## src/rtl/lcd_pix_pkg.sv

```systemverilog
package lcd_pix_pkg;

    localparam int BUS_W = 16;

    typedef enum logic [2:0] {
        H_SYNC    = 3'd0,
        H_BACK    = 3'd1,
        H_ACT     = 3'd2,
        H_STRETCH = 3'd3,
        H_FRONT   = 3'd4
    } hphase_e;

    typedef enum logic [1:0] {
        V_SYNC  = 2'd0,
        V_BACK  = 2'd1,
        V_ACT   = 2'd2,
        V_FRONT = 2'd3
    } vphase_e;

    typedef enum logic [2:0] {
        BUS_4      = 3'd0,
        BUS_8      = 3'd1,
        BUS_16     = 3'd2,
        DUAL_MONO  = 3'd3,
        DUAL_COLOR = 3'd4
    } bus_mode_e;

endpackage

```

## src/rtl/lcd_pclk_gen.sv

```systemverilog
module lcd_pclk_gen (
    input  logic clk_i,
    input  logic rst_i,
    input  logic en_i,
    input  logic pol_i,
    output logic step_o,
    output logic pclk_o
);
    logic phase_d, phase_q;

    always_comb begin
        phase_d = en_i ? ~phase_q : 1'b0;
    end

    always_ff @(posedge clk_i) begin
        if (rst_i) phase_q <= 1'b0;
        else       phase_q <= phase_d;
    end

    // a step edge is the one that moves phase 0 -> 1, i.e. the launch edge
    assign step_o = en_i & ~phase_q;
    assign pclk_o = phase_q ^ pol_i;
endmodule

```

## src/rtl/lcd_lane_map.sv

```systemverilog
module lcd_lane_map
    import lcd_pix_pkg::*;
(
    input  logic [2:0]       mode_i,
    input  logic [BUS_W-1:0] upper_i,
    input  logic [BUS_W-1:0] lower_i,
    output logic [BUS_W-1:0] bus_o
);
    localparam int NIB  = BUS_W / 4;
    localparam int HALF = BUS_W / 2;

    always_comb begin
        case (mode_i)
            BUS_4:      bus_o = {{(BUS_W-NIB){1'b0}}, upper_i[NIB-1:0]};
            BUS_8:      bus_o = {{HALF{1'b0}}, upper_i[HALF-1:0]};
            DUAL_MONO:  bus_o = {{HALF{1'b0}}, lower_i[NIB-1:0], upper_i[NIB-1:0]};
            DUAL_COLOR: bus_o = {lower_i[HALF-1:0], upper_i[HALF-1:0]};
            default:    bus_o = upper_i;
        endcase
    end
endmodule

```

## src/rtl/lcd_active_out.sv

```systemverilog
module lcd_active_out
    import lcd_pix_pkg::*;
#(
    parameter int CNT_W = 12
) (
    input  logic             clk_i,
    input  logic             rst_i,
    input  logic             en_i,
    input  logic             pclk_pol_i,
    input  logic             hs_pol_i,
    input  logic             vs_pol_i,
    input  logic [2:0]       bus_mode_i,
    input  logic [CNT_W-1:0] h_sync_i,
    input  logic [CNT_W-1:0] h_back_i,
    input  logic [CNT_W-1:0] h_act_i,
    input  logic [CNT_W-1:0] h_front_i,
    input  logic [CNT_W-1:0] v_sync_i,
    input  logic [CNT_W-1:0] v_back_i,
    input  logic [CNT_W-1:0] v_act_i,
    input  logic [CNT_W-1:0] v_front_i,
    input  logic             pix_valid_i,
    output logic             pix_ready_o,
    input  logic [BUS_W-1:0] pix_upper_i,
    input  logic [BUS_W-1:0] pix_lower_i,
    input  logic             urun_clr_i,
    output logic             pclk_o,
    output logic             de_o,
    output logic             hsync_o,
    output logic             vsync_o,
    output logic [BUS_W-1:0] data_o,
    output logic             urun_flag_o
);
    typedef struct packed {
        hphase_e          hph;
        vphase_e          vph;
        logic [CNT_W-1:0] hc;
        logic [CNT_W-1:0] vc;
        logic [CNT_W-1:0] miss;
        logic             de;
        logic             hsy;
        logic             vsy;
        logic             flag;
        logic [BUS_W-1:0] data;
    } out_st_t;

    out_st_t st_d, st_q;
    logic step, slot_on, xfer, starve, line_end;
    logic [BUS_W-1:0] mapped;

    function automatic logic at_end(input logic [CNT_W-1:0] cnt,
                                    input logic [CNT_W-1:0] len);
        return cnt == len - CNT_W'(1);
    endfunction

    lcd_pclk_gen u_pclk (
        .clk_i  (clk_i),
        .rst_i  (rst_i),
        .en_i   (en_i),
        .pol_i  (pclk_pol_i),
        .step_o (step),
        .pclk_o (pclk_o)
    );

    lcd_lane_map u_map (
        .mode_i  (bus_mode_i),
        .upper_i (pix_upper_i),
        .lower_i (pix_lower_i),
        .bus_o   (mapped)
    );

    assign slot_on     = (st_q.vph == V_ACT) &&
                         (st_q.hph == H_ACT || st_q.hph == H_STRETCH);
    assign pix_ready_o = step && slot_on;
    assign xfer        = pix_ready_o && pix_valid_i;
    assign starve      = pix_ready_o && !pix_valid_i;

    always_comb begin
        st_d     = st_q;
        line_end = 1'b0;

        if (urun_clr_i) st_d.flag = 1'b0;
        if (starve)     st_d.flag = 1'b1;

        if (!en_i) begin
            st_d.hph  = H_SYNC;
            st_d.vph  = V_SYNC;
            st_d.hc   = '0;
            st_d.vc   = '0;
            st_d.miss = '0;
            st_d.de   = 1'b0;
            st_d.hsy  = 1'b0;
            st_d.vsy  = 1'b0;
        end else if (step) begin
            st_d.de  = slot_on;
            st_d.hsy = (st_q.hph == H_SYNC);
            st_d.vsy = (st_q.vph == V_SYNC);
            if (xfer) st_d.data = mapped;
            st_d.hc = st_q.hc + CNT_W'(1);

            case (st_q.hph)
                H_SYNC: if (at_end(st_q.hc, h_sync_i)) begin
                    st_d.hph = H_BACK;
                    st_d.hc  = '0;
                end
                H_BACK: if (at_end(st_q.hc, h_back_i)) begin
                    st_d.hph = H_ACT;
                    st_d.hc  = '0;
                end
                H_ACT: begin
                    if (starve) st_d.miss = st_q.miss + CNT_W'(1);
                    if (at_end(st_q.hc, h_act_i)) begin
                        st_d.hc  = '0;
                        st_d.hph = (st_d.miss != '0) ? H_STRETCH : H_FRONT;
                    end
                end
                H_STRETCH: begin
                    st_d.hc = '0;
                    if (xfer) begin
                        st_d.miss = st_q.miss - CNT_W'(1);
                        if (st_q.miss == CNT_W'(1)) st_d.hph = H_FRONT;
                    end
                end
                default: if (at_end(st_q.hc, h_front_i)) begin
                    st_d.hph = H_SYNC;
                    st_d.hc  = '0;
                    line_end = 1'b1;
                end
            endcase

            if (line_end) begin
                st_d.vc = st_q.vc + CNT_W'(1);
                case (st_q.vph)
                    V_SYNC: if (at_end(st_q.vc, v_sync_i)) begin
                        st_d.vph = V_BACK;
                        st_d.vc  = '0;
                    end
                    V_BACK: if (at_end(st_q.vc, v_back_i)) begin
                        st_d.vph = V_ACT;
                        st_d.vc  = '0;
                    end
                    V_ACT: if (at_end(st_q.vc, v_act_i)) begin
                        st_d.vph = V_FRONT;
                        st_d.vc  = '0;
                    end
                    default: if (at_end(st_q.vc, v_front_i)) begin
                        st_d.vph = V_SYNC;
                        st_d.vc  = '0;
                    end
                endcase
            end
        end
    end

    always_ff @(posedge clk_i) begin
        if (rst_i) st_q <= '0;
        else       st_q <= st_d;
    end

    assign de_o        = st_q.de;
    assign hsync_o     = st_q.hsy ^ hs_pol_i;
    assign vsync_o     = st_q.vsy ^ vs_pol_i;
    assign data_o      = st_q.data;
    assign urun_flag_o = st_q.flag;
endmodule

```

## config.mk

```make
export PLATFORM = sky130hd
export DESIGN_NAME = lcd_active_out
export DESIGN_NICKNAME = d
export VERILOG_FILES = /design/src/rtl/lcd_pix_pkg.sv /design/src/rtl/lcd_pclk_gen.sv /design/src/rtl/lcd_lane_map.sv /design/src/rtl/lcd_active_out.sv
export SDC_FILE = /design/constraint.sdc
export NUM_CORES = 1
export LEC_CHECK = 0
export CAP_MARGIN = 20
export CORE_ASPECT_RATIO = 0.6
export CORE_MARGIN = 4
export CORE_UTILIZATION = 35
export DETAILED_ROUTE_END_ITERATION = 8
export GPL_TIMING_DRIVEN = 1
export PLACE_DENSITY = 0.66
export SETUP_SLACK_MARGIN = 0.5
export SKIP_LAST_GASP = 1
export SYNTH_ARGS = -nofsm -noshare
export SYNTH_HDL_FRONTEND = slang
export SYNTH_HIERARCHICAL = 1
export SYNTH_SLANG_ARGS = --single-unit
```

## constraint.sdc

```tcl
create_clock -name clk_i -period 7.8 [get_ports clk_i]
set_clock_uncertainty 0.1 [all_clocks]
set_input_delay 1.56 -clock clk_i [delete_from_list [all_inputs] [get_ports clk_i]]
set_output_delay 1.56 -clock clk_i [all_outputs]
set_load 0.02 [all_outputs]
```

# Word level (Yosys, flattened, before mapping)
# Cells that the tools add are included.
[word_totals]
ff_bits = 62
output_inout_bits = 22
wordCells = 111
inputBits = 139
[op_classes]
n_reduce_logical = 21
add_sub_neg = 12
n_eq_ne = 25
bitwise_logic = 6
mux = 36
[op_table]
columns = ["operator", "n"]
rows = [
  ["$mux 12", 13],
  ["$sub 12x1->12 const B", 9],
  ["$eq 12x12->1", 8],
  ["$pmux 16 s4", 1],
  ["$pmux 12 s4", 1],
  ["$add 12x1->12 const B", 3],
  ["$pmux 12 s3", 1],
  ["$pmux 12 s2", 1],
  ["$mux 3", 7],
  ["$eq 12x1->1 const B", 1],
  ["$pmux 3 s4", 1],
  ["$reduce_bool 12->1", 1],
  ["$ne 2x1->1 const B", 5],
  ["$eq 3x2->1 const B", 3],
  ["$mux 2", 4],
  ["$reduce_and 7->1", 1],
  ["$eq 3x1->1 const B", 2],
  ["$logic_not 3->1", 2],
  ["$mux 1", 6],
  ["$ne 2x2->1 const B", 3],
  ["$pmux 2 s3", 1],
  ["$reduce_and 3->1", 2],
  ["$reduce_and 6->1", 1],
  ["$reduce_bool 5->1", 1],
  ["15 further kinds", 22],
]

# Depth between registers and ports, before layout
# Gate-level depths: netlist of run 1.
[logic_depth]
ltp_word = 13
ltp_mapped = 12
ltp_nobuf = 11

# Cells and area by module
# The synthesis of run 1 kept the hierarchy.
[modules_own_cells]
columns = ["module", "instances", "seq_area_each_um2", "area_per_inst_um2", "cells_per_inst"]
rows = [
  ["lcd_active_out", 1, 1221.2, 6819.0, 938],
  ["lcd_lane_map", 1, 0.0, 277.8, 48],
  ["lcd_pclk_gen", 1, 20.0, 45.0, 4],
]

# Worst setup path after synthesis of run 1
# OpenSTA, ideal clock, no wires.
[synth_timing]
path_type = "input -> register"
from = "input v_front_i[0]"
to = "register st_q[32] (netlist name)"
path_stages = 12
t_arrival_ns = 4.131
n_path_buf = 2
setup_time_ns = 0.121
slack_ns = 3.449
path_cell_list = "inv_1 -> ha_1 -> or4b_1 -> clkbuf_1 -> or3_1 -> o311ai_1 -> o31ai_1 -> nor4_2 -> a21oi_1 -> buf_6 -> and3_4 -> mux2_2"
[synth_via]
elab_chain_cells = 4
[synth_lines]
columns = ["element", "line", "text"]
rows = [
  ["start: declaration", "lcd_active_out.sv:20", "input logic [CNT_W-1:0] v_front_i,"],
  ["$sub 12x1->12", "lcd_active_out.sv:52", "return cnt == len - CNT_W'(1);"],
  ["$eq 12x12->1", "lcd_active_out.sv:52", ""],
  ["$mux 12", "lcd_active_out.sv:145", "default: if (at_end(st_q.vc, v_front_i)) begin"],
  ["$pmux 12 s3", "lcd_active_out.sv:132", "case (st_q.vph)"],
  ["end signal: assignment", "lcd_active_out.sv:156", "else st_q <= st_d;"],
  ["end: declaration", "lcd_active_out.sv:46", "out_st_t st_d, st_q;"],
]
# No other way between the ends.
# A chain may end at the register's enable or synchronous reset.

# Worst setup path after layout of run 1
[layout_timing]
from = "input en_i"
to = "output pix_ready_o"
[layout_via]
elab_chain_cells = 2
[layout_lines]
columns = ["element", "line", "text"]
rows = [
  ["start: declaration", "lcd_active_out.sv:8", "input logic en_i,"],
  ["$and 1x1->1", "lcd_pclk_gen.sv:21", "assign step_o = en_i & ~phase_q;"],
  ["via step", "lcd_active_out.sv:47", "logic step, slot_on, xfer, starve, line_end;"],
  ["$logic_and 1x1->1", "lcd_active_out.sv:73", "assign pix_ready_o = step && slot_on;"],
  ["end: declaration", "lcd_active_out.sv:22", "output logic pix_ready_o,"],
]
# The timed path passes the listed nets, and every way through them passes these cells.

==> results of run 1 <==
-- final timing paths --
kind,start,end,slack (ns),depth (start not counted)
worst max-delay path,en_i,pix_ready_o,2.20,5
worst min-delay path,data_o[1]$_SDFFE_PP0P_,data_o[1]$_SDFFE_PP0P_,0.35,2
worst max register to register,u_pclk/phase_q$_SDFF_PP0_,st_q[60]$_SDFFE_PP0P_,3.86,9
worst min register to register,data_o[1]$_SDFFE_PP0P_,data_o[1]$_SDFFE_PP0P_,0.35,2
-- sequential cells by signal (all words and copies together) (netlist names) --
register and cells:
de_o 1, st_q 43, urun_flag_o 1, u_pclk/phase_q 1, data_o 16
-- area by class of cell --
cell class              count  area share (%)
flip-flops and latches     62            14.0
multi-input cells         808            60.0
inverters                  41            1.73
well taps                 273            3.84
repair buffers            155            17.4
clock inverters             3           0.239
clock buffers              11            2.84
-- per-stage QoR --
| step | area [sq um] | worst slack [ns] | total power (W) | utilization [%] | hold slack [ns] |
|---|---|---|---|---|---|
| 2_1_floorplan | 7140 | 3.45 | 0.000436 | - | 0.329 |
| 3_3_place_gp | 8620 | 2.27 | 0.000543 | 43.1 | 0.341 |
| 3_5_place_dp | 8620 | 2.25 | 0.000545 | 43.1 | 0.350 |
| 4_1_cts | 8890 | 2.23 | 0.000918 | 44.4 | 0.356 |
| 5_1_grt | 8890 | 2.01 | 0.000953 | 44.4 | 0.371 |
| 6_report | 8890 | 2.20 | 0.000909 | 44.4 | 0.354 |
-- logic make-up (layout without fill, tap and decap cells) --
| group | Yosys count | after routing | share of synthesized area (%) |
|---|---|---|---|
| AO/OA/AOI/OAI | 218 | 218 | 20.2 |
| XOR/XNOR | 115 | 115 | 14.3 |
| adder cells (fa/ha/maj) | 17 | 17 | 2.98 |
| buffers and inverters | 120 | 210 | 7.85 |
| flip-flops | 62 | 62 | 17.4 |
| multiplexers | 22 | 22 | 3.14 |
| AND/OR/NAND/NOR | 436 | 436 | 34.1 |
-- cell usage in the layout, fill, tap and decap left out, drive strengths merged, types with 13 or more instances in the layout --
cell             n
clkdlybuf4s50  152
nand2           88
xnor2           66
dfxtp           62
a21oi           58
nor2            57
nor3            55
xor2            48
o21ai           44
nand3           43
inv             41
nor4            30
mux2i           19
a31oi           19
nand4           19
or3             18
ha              17
nand2b          15
nor2b           15
and3            14
or4             13
-- worst reg2reg max path, stage by stage, from the launching register on --
cell and delay, ns:
dfxtp_1 0.33, and2b_2 0.45, nand4b_1 0.39, or4_4 0.65, nor2_1 0.17, nand3_1 0.09, a2111oi_0 0.98, o21ai_0 0.15
or4_1 0.43, a21oi_1 0.13
-- power groups by stage --
stage                     clock [W]  sequential (W)  combinational [W]
after floorplan                   0        0.000325           0.000111
after global placement            0        0.000327           0.000216
after detailed placement          0        0.000327           0.000218
after CTS                  0.000378        0.000320           0.000220
after global routing       0.000391        0.000320           0.000242
final                      0.000367        0.000320           0.000222
-- metal layers --
metal / part of all wire, % / track usage, % / vias to the layer above
li1: - / - / 3800
met1: 52 / 29.4 / 3561
met2: 38 / 24.7 / 270
met3: 9.2 / 5.17 / 18
met4: 0.71 / 3.29 / 0
met5: 0 / 0 / -
==> impl_results.md, run 1 <==
* Multi-input logic area at 5340 sq um
* Min cycle time layout at 5.60 ns
* H-tree Lvls at 3
* Chip Width at 192 um
* WL/cell at 16.3 um
* Pins Over Slew Limit at 0
* Max VDD drop at 0.0879 mV
* Dominant cell type by area after synthesis: dfxtp_1
* Crit path buf inv count at 3
* Die height at 119 um
* RePlAce Congestion at 0.860
* Ys async rst share at 0%
* Number of enable flip-flop cells after synthesis at 0
* Clock latency on the worst-skew pair at 0.33 ns
* Synth top cells by count: nand2_1, xnor2_1, dfxtp_1, a21oi_1, nor2_1
* Register area at 1240 sq um
* RSZ-0062 raised after global routing: false
* Filler instances at 1,998
* Final setup vio count at 0
* Vias per inst at 5.65
* GRT Total Usage at 18.6%
* Die area at 22,800 sq um
* DRT Pass-1 Iters at 5
* Int Power at 0.000662 W
* Area share of the largest cell type after synthesis at 17.4%
* Drt initial violations at 643
* # placed instances at 1,339
* Final hold violations at 0
* Sw Ratio at 27.2%
* First-pass GRT wire length at 35,300 um
* Rows at 40
* Syn_area_per_cell at 7.21 sq um
* Core area at 20,000 sq um
* Top cells by area, synth: dfxtp_1, xnor2_1, xor2_1
* Layout cells sized above 1 at 4.91%
* Max incr delay on CP at 0.69 ns
* Max-Cap Viols at 0
* Clock power frac at 40.4%
* Clk buf depth at 2
* Total wire length at 22,100 um
* Cell mode on critical path: clkdlybuf4s50_1
* Startpoint types: primary input
* Syn Nets at 1,146
* PD cells at 102 nW/um^2
* Starting density of the core at 35.7%
* Crit-path max FO at 18
* Largest delay contributor family on the critical path: buffers and inverters
* Slew HR at 27.1%
* Worst path arrival time at 3.94 ns
* TNS Setup at 0 ns
* Sequential area share after synthesis at 17.4%
* Leak pwr at 2.98 nW
* CTS tree: yes
* Slowest cell on crit path: clkdlybuf4s50_1
* Ys flop type: dfxtp_1
* Post-CTS setup buffer count at 0
* Overflow after GRT at 0
* Fin crit share at 71.8%
* Critical path, cell by cell: clkdlybuf4s50_1 -> and2b_2 -> nand4b_1 -> inv_1 -> clkdlybuf4s50_1
* Worst Setup Path Type: in -> out
* Area Overhead vs Synth at 24.5%
* Final antenna-violating net count at 0
* Synth Instances at 990
* Sequential share of power at 35.2%
* Hold-fix buffers, CTS at 0
* # IOs at 161
* Slew @ Worst Pin at 1.07 ns
* Largest net degree at the start of global routing at 24
* Clk sinks at 62
* Worst path required time at 6.14 ns
* NumNets Final at 1,233
* Vias in the first global route at 6,800
* Clock transition at path regs at 0.05 ns
* Synth Register Bits at 62
* Mapped Area at 7140 sq um
* Worst hold path type: reg -> reg
* Layout Cells excl Fill at 1,353
* Status: finished clean
* Most common cell in the synthesized netlist: nand2_1
* Root Buffer: clkbuf_16
* NetSw at 0.000247 W
* Inserted Clock Buffers at 9
* Via count at 7,649
* Fmax at 178 MHz
* IO buf count at 152
* Number of warnings issued by yosys at 6
* ANT cells at 0
* Critical path endpoint category: primary output
* Initial antenna violation count at 0
* Synth cell types at 84
* DR DRC count at 0
* CTS resizes at 0
* Gate power share at 24.4%
* DP Wirelength at 17,100 um
Note: power is estimated with default switching activity, not from simulation.
==> run 2, diff against run 1 <==
- PLACE_DENSITY: 0.66 -> 0.68
- clock period: 7.8 -> 5.1 ns (I/O delays scaled with it)
==> impl_results.md, run 2 (synthesis gave the netlist of run 1 again) <==
* Status: finished clean (unchanged)
* Hold-fix buffers, CTS at 0 (unchanged)
* Slowest cell on crit path: or4b_1 (was clkdlybuf4s50_1)
* Hold path cells at 2 (unchanged)
* Layout cells sized above 1 at 5.62% (was 4.91%)
* Area post-placement at 8660 sq um (was 8620 sq um)
* Chip Width at 192 um (unchanged)
* Die area at 22,800 sq um (unchanged)
* Sequential share of power at 34.8% (was 35.2%)
* Int Power at 0.00102 W (was 0.000662 W)
* Overflow after GRT at 0 (unchanged)
* Largest net degree at the start of global routing at 23 (was 24)
* Filler instances at 2,013 (was 1,998)
* Worst Setup Path Type: in -> reg (was in -> out)
* Register-to-Register Setup Slack at 1.58 ns (was 3.86 ns)
* Worst Hold Launch: data_o[6]$_SDFFE_PP0P_ (was data_o[1]$_SDFFE_PP0P_)
* Area Overhead vs Synth at 25.5% (was 24.5%)
* RePlAce Congestion at 0.864 (was 0.860)
* Starting density of the core at 35.7% (unchanged)
* Design area at 8970 sq um (was 8890 sq um)
* GRT Total Usage at 19.0% (was 18.6%)
* Min cycle time layout at 4.43 ns
* Clk sinks at 62 (unchanged)
* Via count at 7,619 (was 7,649)
* Final antenna-violating net count at 0 (unchanged)
* Final worst slack at 0.667 ns (was 2.20 ns)
* Drt initial violations at 661 (was 643)
* Initial antenna violation count at 0 (unchanged)
* Total wire length at 22,500 um (was 22,100 um)
* Vias per inst at 5.61 (was 5.65)
* Worst Hold Path EP: data_o[6]$_SDFFE_PP0P_ (was data_o[1]$_SDFFE_PP0P_)
* Worst R2R Start: st_q[56]$_SDFFE_PP0P_ (was u_pclk/phase_q$_SDFF_PP0_)
* NetSw at 0.000393 W (was 0.000247 W)
* Reg2Reg Depth at 11 (was 9)
* Hold slack at 0.352 ns (was 0.354 ns)
* Gate power share at 24.4% (about the same)
* Slew HR at 44.1% (was 27.1%)
* H-tree Lvls at 3 (unchanged)
* # IOs at 161 (unchanged)
* Rows at 40 (unchanged)
* Die height at 119 um (unchanged)
* Max VDD drop at 0.135 mV (was 0.0879 mV)
* Critical path endpoint category: register (was primary output)
* Startpoint types: primary input (unchanged)
* Multi-input logic area at 5370 sq um (was 5340 sq um)
* Pins Over Slew Limit at 0 (unchanged)
* WL/cell at 16.6 um (was 16.3 um)
* Clock power frac at 40.8% (was 40.4%)
* Clock latency on the worst-skew pair at 0.33 ns (about the same)
* DP Wirelength at 17,300 um (was 17,100 um)
* DRT Pass-1 Iters at 6 (was 5)
* Max incr delay on CP at 0.64 ns (was 0.69 ns)
* Clk buf depth at 2 (unchanged)
* ANT cells at 0 (unchanged)
* Final hold violations at 0 (unchanged)
* DR DRC count at 0 (unchanged)
* Worst slack at placement at 0.156 ns (was 2.25 ns)
* Commonest non-fill, non-tap cell in the layout: clkdlybuf4s50_1 (unchanged)
* Most flop-heavy register: st_q (unchanged)
* Worst path arrival time at 4.59 ns (was 3.94 ns)
* Core area at 20,000 sq um (unchanged)
* PD cells at 157 nW/um^2 (was 102 nW/um^2)
* Clock transition at path regs at 0.06 ns (was 0.05 ns)
* Inserted Clock Buffers at 9 (unchanged)
* RSZ-0062 raised after global routing: false (unchanged)
* Root Buffer: clkbuf_16 (unchanged)
* Sw Ratio at 27.9% (was 27.2%)
* Commonest cells after routing, fill and taps aside: clkdlybuf4s50_1, nand2_1, xnor2_1 (unchanged)
* Worst hold path type: reg -> reg (unchanged)
* CTS tree: yes (unchanged)
* Final setup vio count at 0 (unchanged)
* NumNets Final at 1,238 (was 1,233)
* TNS Setup at 0 ns (unchanged)
* Fin crit share at 86.9%
* Crit-path max FO at 10 (was 18)
* Fmax at 226 MHz
* Slew @ Worst Pin at 0.837 ns (was 1.07 ns)
* Max reg flops at 43 (unchanged)
* IO buf count at 152 (unchanged)
* Max-Cap Viols at 0 (unchanged)
* Critical path, cell by cell: clkdlybuf4s50_1 -> inv_1 -> ha_1 -> or4b_1 -> or4_1 -> a21oi_1 -> nor3_1 -> nor3_2 -> nand2_1 -> or4b_1 -> mux2i_1 (was clkdlybuf4s50_1 -> and2b_2 -> nand4b_1 -> inv_1 -> clkdlybuf4s50_1)
* Vias in the first global route at 6,829 (was 6,800)
* Register area at 1240 sq um (unchanged)
* First-pass GRT wire length at 35,900 um (was 35,300 um)
* R2R Path End: st_q[60]$_SDFFE_PP0P_ (unchanged)
* Worst path required time at 5.26 ns (was 6.14 ns)
* Leak pwr at 3.00 nW (was 2.98 nW)
* Cell mode on critical path: or4b_1 (was clkdlybuf4s50_1)
==> run 2: critical path: cells and delay by family <==
| family | cells | cell delay (ns) |
|---|---|---|
| AO/OA/AOI/OAI | 1 | 0.20 |
| adder cells (fa/ha/maj) | 1 | 0.24 |
| buffers and inverters | 2 | 0.58 |
| multiplexers | 1 | 0.13 |
| AND/OR/NAND/NOR | 6 | 2.41 |
==> run 2: timing repair <==
item | in CTS | in global routing
buffers inserted | 0 | 0
gates resized for setup | 1 | 5
pin swaps | 0 | 1
cloned | 0 | 0
endpoints found under the hold margin | 0 | 0
endpoints found under the setup margin | 2 | 21
==> run 2: worst max path at each step <==
stage	start	endpoint	slack, ns	cells after the start
after floorplan	v_front_i[0]	st_q[32]$_SDFFE_PP0P_	1.29	12
after global placement	v_front_i[0]	st_q[32]$_SDFFE_PP0P_	0.31	11
after detailed placement	v_front_i[0]	st_q[43]$_SDFFE_PP0P_	0.16	11
after CTS	v_front_i[0]	st_q[32]$_SDFFE_PP0P_	0.63	11
after global routing	h_front_i[0]	st_q[43]$_SDFFE_PP0P_	0.49	11
final	h_front_i[0]	st_q[43]$_SDFFE_PP0P_	0.67	11
==> run 2: power groups by stage <==
stage | registers [W] | logic, W | clock network [W]
floorplan | 0.000498 | 0.000169 | 0
global placement | 0.000500 | 0.000332 | 0
detailed placement | 0.000500 | 0.000337 | 0
CTS | 0.000490 | 0.000340 | 0.000588
global route | 0.000490 | 0.000375 | 0.000606
finish | 0.000490 | 0.000344 | 0.000574
==> run 2: cell type report <==
type / instances / area share [%]
multi-input combinational: 808 / 59.9
tap: 273 / 3.81
timing repair buffer: 160 / 17.6
clock inverter: 3 / 0.223
sequential: 62 / 13.8
clock buffer: 12 / 2.86
inverter: 41 / 1.72
==> run 2: routing by layer <==
layer / GRT usage [%] / vias to the layer above / part of all wire [%]
met5: 0 / - / 0
li1: - / 3803 / -
met1: 30.0 / 3511 / 51
met3: 4.72 / 15 / 9.4
met2: 25.8 / 290 / 38
met4: 2.85 / 0 / 0.66
==> run 2: through the flow <==
stage               power (W)  util, %  cells
finish                0.00141     44.8   1359
floorplan            0.000667        -    990
detailed placement   0.000837     43.3   1344
CTS                   0.00142     44.7   1359
global placement     0.000832     43.3   1344
global route          0.00147     44.8   1359
